## config.mk

```make
export PLATFORM = sky130hd
export DESIGN_NAME = eth_tx_encap
export DESIGN_NICKNAME = d
export VERILOG_FILES = /design/src/rtl/txf_pkg.sv /design/src/rtl/txf_crc32.sv /design/src/rtl/txf_ctrl.sv /design/src/rtl/eth_tx_encap.sv
export SDC_FILE = /design/constraint.sdc
export NUM_CORES = 1
export LEC_CHECK = 0
export BUFFER_PORTS_ARGS = -buffer_cell sky130_fd_sc_hd__buf_4
export CAP_MARGIN = 40
export CELL_PAD_IN_SITES_DETAIL_PLACEMENT = 0
export CELL_PAD_IN_SITES_GLOBAL_PLACEMENT = 1
export CORE_UTILIZATION = 42
export DETAILED_ROUTE_END_ITERATION = 10
export PLACE_DENSITY_LB_ADDON = 0.08
export SYNTH_ARGS = -nofsm -noshare
export SYNTH_HDL_FRONTEND = slang
export SYNTH_HIERARCHICAL = 1
export SYNTH_SLANG_ARGS = --single-unit
```

## constraint.sdc

```tcl
create_clock -name clk -period 2.9 [get_ports clk]
set_input_delay 0.58 -clock clk [delete_from_list [all_inputs] [get_ports clk]]
set_output_delay 0.58 -clock clk [all_outputs]
set_load 0.02 [all_outputs]
```

## src/rtl/txf_pkg.sv

```systemverilog
package txf_pkg;
    typedef enum logic [2:0] {
        ST_IDLE,
        ST_PRE,
        ST_SFD,
        ST_BODY,
        ST_PAD,
        ST_FCS
    } txf_state_t;

    localparam logic [7:0] PRE_BYTE = 8'h55;
    localparam logic [7:0] SFD_BYTE = 8'hD5;
    localparam int         FCS_LEN  = 4;
endpackage

```

## src/rtl/txf_crc32.sv

```systemverilog
module txf_crc32 #(
    parameter logic [31:0] POLY_REFL = 32'hEDB88320
) (
    input  logic        clk,
    input  logic        rst_n,
    input  logic        init,
    input  logic        upd,
    input  logic [7:0]  din,
    output logic [31:0] crc_o
);
    logic [31:0] crc_q;

    function automatic logic [31:0] step_byte(input logic [31:0] c, input logic [7:0] b);
        logic [31:0] r;
        r = c ^ {24'h0, b};
        for (int i = 0; i < 8; i++) begin
            r = r[0] ? ((r >> 1) ^ POLY_REFL) : (r >> 1);
        end
        return r;
    endfunction

    always_ff @(posedge clk or negedge rst_n) begin
        if (!rst_n) begin
            crc_q <= '1;
        end else if (init) begin
            crc_q <= '1;
        end else if (upd) begin
            crc_q <= step_byte(crc_q, din);
        end
    end

    assign crc_o = crc_q;
endmodule

```

## src/rtl/txf_ctrl.sv

```systemverilog
module txf_ctrl
    import txf_pkg::*;
#(
    parameter int LVL_W    = 8,
    parameter int PRE_LEN  = 7,
    parameter int MIN_BODY = 60
) (
    input  logic             clk,
    input  logic             rst_n,
    input  logic [LVL_W-1:0] fifo_level,
    input  logic [7:0]       fifo_data,
    input  logic             fifo_last,
    input  logic             fifo_empty,
    input  logic [LVL_W-1:0] start_level,
    input  logic             chan_ok,
    input  logic             pad_en,
    input  logic             fcs_en,
    input  logic [31:0]      crc_val,
    output logic             fifo_rd,
    output logic [7:0]       tx_data,
    output logic             tx_valid,
    output logic             tx_last,
    output logic             underflow,
    output logic             crc_init,
    output logic             crc_upd
);
    localparam int CNT_W = $clog2(MIN_BODY + PRE_LEN + FCS_LEN + 1);
    localparam logic [CNT_W-1:0] CNT_MAX  = '1;
    localparam logic [CNT_W-1:0] MIN_C    = CNT_W'(MIN_BODY);
    localparam logic [CNT_W-1:0] PRE_LAST = CNT_W'(PRE_LEN - 1);
    localparam logic [CNT_W-1:0] FCS_LAST = CNT_W'(FCS_LEN - 1);

    txf_state_t       state_q, state_d;
    logic [CNT_W-1:0] cnt_q, cnt_d;
    logic             pad_q, fcs_q;
    logic             start_ok;
    logic [CNT_W-1:0] cnt_inc;
    logic             need_pad;
    logic [31:0]      fcs_word;

    assign start_ok = chan_ok && !fifo_empty && (fifo_level >= start_level);
    assign cnt_inc  = (cnt_q == CNT_MAX) ? cnt_q : cnt_q + 1'b1;
    assign need_pad = pad_q && (cnt_inc < MIN_C);
    assign fcs_word = ~crc_val;

    // state register
    always_ff @(posedge clk or negedge rst_n) begin
        if (!rst_n) begin
            state_q <= ST_IDLE;
            cnt_q   <= '0;
            pad_q   <= 1'b0;
            fcs_q   <= 1'b0;
        end else begin
            state_q <= state_d;
            cnt_q   <= cnt_d;
            if (state_q == ST_IDLE && start_ok) begin
                pad_q <= pad_en;
                fcs_q <= fcs_en;
            end
        end
    end

    // next state
    always_comb begin
        state_d = state_q;
        cnt_d   = cnt_q;
        unique case (state_q)
            ST_IDLE: begin
                if (start_ok) begin
                    state_d = ST_PRE;
                    cnt_d   = '0;
                end
            end
            ST_PRE: begin
                if (cnt_q == PRE_LAST) begin
                    state_d = ST_SFD;
                    cnt_d   = '0;
                end else begin
                    cnt_d = cnt_q + 1'b1;
                end
            end
            ST_SFD: begin
                state_d = ST_BODY;
                cnt_d   = '0;
            end
            ST_BODY: begin
                if (fifo_empty) begin
                    state_d = ST_IDLE;
                end else begin
                    cnt_d = cnt_inc;
                    if (fifo_last) begin
                        if (need_pad) begin
                            state_d = ST_PAD;
                        end else if (fcs_q) begin
                            state_d = ST_FCS;
                            cnt_d   = '0;
                        end else begin
                            state_d = ST_IDLE;
                        end
                    end
                end
            end
            ST_PAD: begin
                cnt_d = cnt_inc;
                if (cnt_inc == MIN_C) begin
                    if (fcs_q) begin
                        state_d = ST_FCS;
                        cnt_d   = '0;
                    end else begin
                        state_d = ST_IDLE;
                    end
                end
            end
            ST_FCS: begin
                if (cnt_q == FCS_LAST) begin
                    state_d = ST_IDLE;
                end else begin
                    cnt_d = cnt_q + 1'b1;
                end
            end
            default: state_d = ST_IDLE;
        endcase
    end

    // outputs
    always_comb begin
        fifo_rd   = 1'b0;
        tx_data   = 8'h00;
        tx_valid  = 1'b0;
        tx_last   = 1'b0;
        underflow = 1'b0;
        crc_init  = 1'b0;
        crc_upd   = 1'b0;
        unique case (state_q)
            ST_IDLE: ;
            ST_PRE: begin
                tx_valid = 1'b1;
                tx_data  = PRE_BYTE;
            end
            ST_SFD: begin
                tx_valid = 1'b1;
                tx_data  = SFD_BYTE;
                crc_init = 1'b1;
            end
            ST_BODY: begin
                underflow = fifo_empty;
                tx_valid  = !fifo_empty;
                fifo_rd   = !fifo_empty;
                crc_upd   = !fifo_empty;
                tx_data   = fifo_data;
                tx_last   = !fifo_empty && fifo_last && !fcs_q && !need_pad;
            end
            ST_PAD: begin
                tx_valid = 1'b1;
                crc_upd  = 1'b1;
                tx_last  = !fcs_q && (cnt_inc == MIN_C);
            end
            ST_FCS: begin
                tx_valid = 1'b1;
                tx_data  = fcs_word[{cnt_q[1:0], 3'b000} +: 8];
                tx_last  = (cnt_q == FCS_LAST);
            end
            default: ;
        endcase
    end

    assert_idle_quiet_R1: assert property (@(posedge clk) disable iff (!rst_n)
        (state_q == ST_IDLE) |-> (!tx_valid && !fifo_rd && !underflow));
    assert_start_gated_R2: assert property (@(posedge clk) disable iff (!rst_n)
        (state_q == ST_IDLE && !start_ok) |=> (state_q == ST_IDLE));
    assert_pre_length_R3: assert property (@(posedge clk) disable iff (!rst_n)
        (state_q == ST_SFD) |-> ($past(state_q) == ST_PRE && $past(cnt_q) == PRE_LAST));
    assert_pad_enabled_R6: assert property (@(posedge clk) disable iff (!rst_n)
        (state_q == ST_PAD) |-> (pad_q && cnt_q < MIN_C));
    assert_fcs_four_R8: assert property (@(posedge clk) disable iff (!rst_n)
        (state_q == ST_FCS && cnt_q == FCS_LAST) |=> (state_q == ST_IDLE));
    assert_fcs_off_R9: assert property (@(posedge clk) disable iff (!rst_n)
        (state_q == ST_FCS) |-> fcs_q);
    assert_underflow_R11: assert property (@(posedge clk) disable iff (!rst_n)
        underflow |=> (state_q == ST_IDLE && !underflow));
endmodule

```

## src/rtl/eth_tx_encap.sv

```systemverilog
module eth_tx_encap #(
    parameter int LVL_W    = 8,
    parameter int PRE_LEN  = 7,
    parameter int MIN_BODY = 60
) (
    input  logic             clk,
    input  logic             rst_n,
    input  logic [LVL_W-1:0] fifo_level,
    input  logic [7:0]       fifo_data,
    input  logic             fifo_last,
    input  logic             fifo_empty,
    output logic             fifo_rd,
    input  logic [LVL_W-1:0] start_level,
    input  logic             chan_ok,
    input  logic             pad_en,
    input  logic             fcs_en,
    output logic [7:0]       tx_data,
    output logic             tx_valid,
    output logic             tx_last,
    output logic             underflow
);
    logic [31:0] crc_val;
    logic        crc_init;
    logic        crc_upd;

    txf_ctrl #(
        .LVL_W   (LVL_W),
        .PRE_LEN (PRE_LEN),
        .MIN_BODY(MIN_BODY)
    ) u_ctrl (
        .clk        (clk),
        .rst_n      (rst_n),
        .fifo_level (fifo_level),
        .fifo_data  (fifo_data),
        .fifo_last  (fifo_last),
        .fifo_empty (fifo_empty),
        .start_level(start_level),
        .chan_ok    (chan_ok),
        .pad_en     (pad_en),
        .fcs_en     (fcs_en),
        .crc_val    (crc_val),
        .fifo_rd    (fifo_rd),
        .tx_data    (tx_data),
        .tx_valid   (tx_valid),
        .tx_last    (tx_last),
        .underflow  (underflow),
        .crc_init   (crc_init),
        .crc_upd    (crc_upd)
    );

    txf_crc32 u_crc (
        .clk  (clk),
        .rst_n(rst_n),
        .init (crc_init),
        .upd  (crc_upd),
        .din  (tx_data),
        .crc_o(crc_val)
    );
endmodule

```

# --- Word level (Yosys, flattened, before mapping) ---
# Index checks and enable logic that the tools add are counted.
# W data, S select, Z words.
word_totals:
  out_inout_bits: 12
  ff_bits: 44
  wordCells: 88
op_classes:
  addsub: 1
  order_cmp: 2
  reduce_logical: 17
  bitwise_logic: 10
  shifts: 1
  n_mux: 36
  n_eq_ne: 16
op_table:
  columns: ["operator", "count"]
  rows:
  - ["$mux W32", 10]
  - ["$not A13 Y14", 8]
  - ["$mux W7", 9]
  - ["$pmux W7 S6", 1]
  - ["$not A32 Y32", 1]
  - ["$pmux W8 S4", 1]
  - ["$shiftx A32 B6 Y8", 1]
  - ["$xor A32 B8 Y32", 1]
  - ["$mux W3", 8]
  - ["$pmux W3 S6", 1]
  - ["$ge A8 B8 Y1", 1]
  - ["$logic_and A1 B1 Y1", 8]
  - ["$ne A2 B1 Y1 const B", 4]
  - ["$add A7 B1 Y7 const B", 1]
  - ["$eq A7 B2 Y1 const B", 1]
  - ["$eq A7 B3 Y1 const B", 1]
  - ["$eq A7 B6 Y1 const B", 1]
  - ["$eq A7 B7 Y1 const B", 1]
  - ["$lt A7 B6 Y1 const B", 1]
  - ["$eq A3 B2 Y1 const B", 2]
  - ["$eq A3 B3 Y1 const B", 2]
  - ["$reduce_bool A6 Y1", 1]
  - ["$reduce_and A5 Y1", 1]
  - ["$ne A2 B2 Y1 const B", 2]
  - ["other kinds (10)", 15]

# --- Longest topological paths before layout ---
logic_depth:
  ltp_word: 22
  ltp_mapped: 10

# --- By module ---
# Netlist, hierarchy kept.
by_module_without_submodules:
  columns: ["module", "cells_per_inst", "area_each_um2", "seq_area_each_um2", "instances"]
  rows:
  - ["txf_crc32", 192, 2078.2, 840.8, 1]
  - ["txf_ctrl", 188, 1595.3, 300.3, 1]

# --- Worst setup path after synthesis ---
# Ideal clock, no wire load.
synth_timing:
  path_type: "register to register"
  start: "register u_ctrl.cnt_q[0]"
  end: "register u_crc.crc_q[21] (netlist: u_crc/crc_o[21])"
  path_stages_with_launch: 9
  synth_period_minus_slack_ns: 3.525
  arrival_time_ns: 3.452
  n_path_buf: 1
  t_required_ns: 2.827
  setup_slack_ns: -0.625
  cell_sequence: "dfrtp_1 buf_2 mux4_2 a221oi_1 xnor2_2 xnor2_1 xor3_2 xor2_1 a21oi_1"
synth_rtl:
  columns: ["item", "line_no", "rtl"]
  rows:
  - ["start, declared", "txf_ctrl.sv:34", "logic [CNT_W-1:0] cnt_q, cnt_d;"]
  - ["start signal, assigned", "txf_ctrl.sv:55", "cnt_q <= cnt_d;"]
  - ["$shiftx A32 B6 Y8 (*)", "txf_ctrl.sv:160", "tx_data = fcs_word[{cnt_q[1:0], 3'b000} +: 8];"]
  - ["$pmux W8 S4 (*)", "txf_ctrl.sv:134", "unique case (state_q)"]
  - ["named net tx_data[2]", "eth_tx_encap.sv:17", "output logic [7:0] tx_data,"]
  - ["$xor A32 B8 Y32 (*)", "txf_crc32.sv:15", "r = c ^ {24'h0, b};"]
  - ["$mux W32 (*) (4 in a row)", "txf_crc32.sv:17", "r = r[0] ? ((r >> 1) ^ POLY_REFL) : (r >> 1);"]
  - ["$not A13 Y14 (no line)", null, null]
  - ["$mux W32 (*)", "txf_crc32.sv:17", null]
  - ["$not A13 Y14 (no line)", null, null]
  - ["$mux W32 (*) (2 in a row)", "txf_crc32.sv:17", null]
  - ["$not A13 Y14 (no line)", null, null]
  - ["$mux W32 (*)", "txf_crc32.sv:17", null]
  - ["$mux W32 (*)", "txf_crc32.sv:27", "end else if (upd) begin"]
  - ["$mux W32 (*)", "txf_crc32.sv:25", "end else if (init) begin"]
  - ["end signal, assigned", "txf_crc32.sv:28", "crc_q <= step_byte(crc_q, din);"]
  - ["end, declared", "txf_crc32.sv:11", "logic [31:0] crc_q;"]
# The timed path passes the listed nets; every way through them passes the cells marked *. The select of a mux whose other input is x is not followed.
# A chain may end at the register's enable or synchronous reset.

# --- Worst setup path in the final report ---
layout_timing:
  start: "register u_ctrl.cnt_q[0]"
  end: "register u_crc.crc_q[21] (netlist: u_crc/crc_o[21])"
layout_between:
  elab_chain_cells: 17
layout_rtl:
  columns: ["item", "line_no"]
  rows:
  - ["$shiftx A32 B6 Y8 (*)", "txf_ctrl.sv:160"]
  - ["$pmux W8 S4 (*)", "txf_ctrl.sv:134"]
  - ["$xor A32 B8 Y32 (*)", "txf_crc32.sv:15"]
  - ["$mux W32 (*) (2 in a row)", "txf_crc32.sv:17"]
  - ["$not A13 Y14 (no line)", null]
  - ["$mux W32 (*) (2 in a row)", "txf_crc32.sv:17"]
  - ["$not A13 Y14 (no line)", null]
  - ["$mux W32 (*)", "txf_crc32.sv:17"]
  - ["$not A13 Y14 (no line)", null]
  - ["$mux W32 (*) (2 in a row)", "txf_crc32.sv:17"]
  - ["$not A13 Y14 (no line)", null]
  - ["$mux W32 (*)", "txf_crc32.sv:17"]
  - ["$mux W32 (*)", "txf_crc32.sv:27"]
  - ["$mux W32 (*)", "txf_crc32.sv:25"]
# Every way passes the cells marked *; elsewhere a longest branch is shown, timed or not. The select of a mux whose other input is x is not followed.

==> run metrics <==
status=finished, final reports clean; clk_lat worst skew=300 ps; GR Layer Usage met3=3.11%; initial drt markers=152; worst hold path type=input port to async pin; nets@finish=478; Final min period=2730 ps; Area Growth Syn to Fin=23.7%; Die X=95.5 um; Die Area=9120 um2; met1 global-route usage=29.3%; Final Hold Fails=0; Final Power=7110 uW; Diodes inserted=0; initial antenna violation count=0; Reg clk slew, reported paths=90 ps; Routed wire per std cell=17.1 um; crit path launch type=flip-flop; Row Count=33; ys async rst share=100%; GR Overflow Total=0; TritonCTS Buffers=5; RD Place Congestion=0.841; Slew Limit Fails=0; Clock H-tree levels=2; Critical Setup Path Class=flip-flop to flip-flop; GRT busiest layer=met2; Peak VDD IR=0.850 mV; non-filler cells, final=543; I/O Buffers=42; initial core utilization=44.0%; clock buffer depth=2; WP data required=3130 ps; fin crit share=94.3%; Post-synth EDFFs=0; Setup crit end kind=flip-flop; Synth area leaders=dfstp_2 (23%), dfrtp_1 (8.2%), xnor2_1 (8.1%); vias in the first global route=2,863; setup_tns=0 ps; DRC Markers=0; cell count after synthesis=380; Post-Layout Inst Area=4550 um2; Worst slew margin=60.4%; crit path DAT=2960 ps; drt total wl=9310 um; Worst Path Max Fanout=4; sequential share of the synthesized area=31.1%; Worst Tran Pin Value=595 ps; Static Leakage=0.00196 uW; root buffer cell=clkbuf_8; total number of yosys warnings=6; CTS tree=done; Primary FF master, synth=dfstp_2; Placed Instances=528; Post-CTS Hold Buffers=0; RSZ-0062 raised after global routing=no; largest net degree at the start of global routing=45; Via density=5.45; Final Skew=6.97 ps; vias=2,957; placed cell areas=4340 um2; register bit total from synthesis=44; syn_nets=421; antenna viol nets, final=0; drt pass-1 iters=4; met2 Resource Use GR=38.5%; clock sinks=44; fmax=366 MHz; CORE AREA=8340 um2; Finish-stage setup viols=0; Synth Area per Inst=9.67 um2; synthesized area=3670 um2; chip height=95.5 um; top cell type's share of synthesized area=22.9%; largest area contributor in the netlist=dfstp_2; Pwr Density=1560 nW/um2; share of cells above drive strength 1=39.0%; max cap viols=0; top-level port count=43; dpl hpwl=6990 um; GRT Total Usage=22.1%; count of different cell masters after synthesis=58; first-pass GRT wire length=15,100 um
[final cells by class]
| type | count | area [um2] |
|---|---|---|
| timing repair buffer | 68 | 510 |
| tap | 105 | 131 |
| clock inverter | 2 | 11.3 |
| inverter | 15 | 56.3 |
| clock buffer | 6 | 93.8 |
| multi-input combinational | 303 | 2600 |
| fill | 769 | 3790 |
| sequential | 44 | 1140 |
[where the power goes]
part / switching, uW / total, uW / internal (uW) / leakage, uW
combinational: 2620 / 5370 / 2750 / 0.00141
sequential: 298 / 1290 / 995 / 0.000491
clock: 229 / 451 / 221 / 0.0000566
total: 3150 / 7110 / 3960 / 0.00196
[routing by layer]
layer  routed length [um]  vias up
met4                   38        0
met2                 4690       55
met1                 4250     1438
met5                    0        -
met3                  332        2
li1                     -     1462
[synthesized netlist by cell type (5+ instances only)]
master    count
a21o_1        5
inv_1        15
ha_1         10
a21oi_1      39
xnor2_1      34
dfstp_2      32
dfrtp_1      12
or2_2        16
and2_1        6
a211o_1      11
nand2_1      11
mux4_2        8
nor3_1        9
xnor2_2      12
clkbuf_1     14
a221oi_1      6
nor2_1       35
xor2_1       18
nor2b_1       7
nand2b_1      7
nand3_1       6
o21ai_0      15
[cells in the final DEF (no fill, tap or decap), types with 6 or more instances in the layout]
master,n
dfstp_2,32
a21oi_1,39
a211o_1,11
nand2b_1,7
xnor2_2,10
nor2b_1,7
xnor2_1,31
nand3_1,6
xnor2_4,8
and2_1,6
mux4_2,8
xor2_1,18
ha_1,9
or2_2,16
buf_4,68
o21ai_0,14
nand2_1,11
dfrtp_1,10
inv_1,15
nor2_1,32
nor3_1,9
[stage by stage]
stage	util, %	hold WS [ps]	worst slack (ps)
2_1_floorplan	-	284	26.9
3_3_place_gp	52.0	512	65.1
3_5_place_dp	52.0	523	39.7
4_1_cts	53.5	301	26.5
5_1_grt	54.5	317	23.6
6_report	54.5	267	167
[timing repair]
action	in CTS	in global routing
buffers inserted	2	5
pin swaps	0	2
resized for setup	2	6
setup endpoints to repair	2	7
[logic make-up (layout without fill, tap and decap cells)]
family | count (synthesis) | count (layout) | synth area share, %
AO/OA/AOI/OAI | 105 | 105 | 19.3
adder cells (fa/ha/maj) | 10 | 10 | 3.41
multiplexers | 10 | 10 | 5.52
AND/OR/NAND/NOR | 109 | 109 | 16.0
buffers and inverters | 33 | 91 | 3.44
XOR/XNOR | 69 | 69 | 21.3
flip-flops | 44 | 44 | 31.1
[path summary, 6_finish.rpt]
kind | from | end | slack, ps | cells past startpoint
setup / recovery | u_ctrl/cnt_q[0] | u_crc/crc_o[21] | 170 | 8
hold / removal | rst_n | u_ctrl/fcs_q | 270 | 1
setup reg to reg | u_ctrl/cnt_q[0] | u_crc/crc_o[21] | 170 | 8
hold reg to reg | u_ctrl/pad_q | u_ctrl/pad_q | 530 | 1
max in group asynchronous | rst_n | u_ctrl/cnt_q[0] | 2200 | 1
min in group clk | pad_en | u_ctrl/pad_q | 510 | 2
[flip-flops by register name, summed over array words and instances, names as in the netlist]
signal and count:
u_ctrl/pad_q 1, u_crc/crc_o 32, u_ctrl/state_q 3, u_ctrl/cnt_q 7, u_ctrl/fcs_q 1
[worst max-delay path, stage by stage (launching register included)]
cell	delay, ps
dfrtp_2	380
buf_4	140
mux4_2	540
a221oi_4	350
xnor2_2	200
xnor2_2	310
xor3_2	420
xor2_1	160
a21oi_1	150
(Power assumes the default switching activity.)
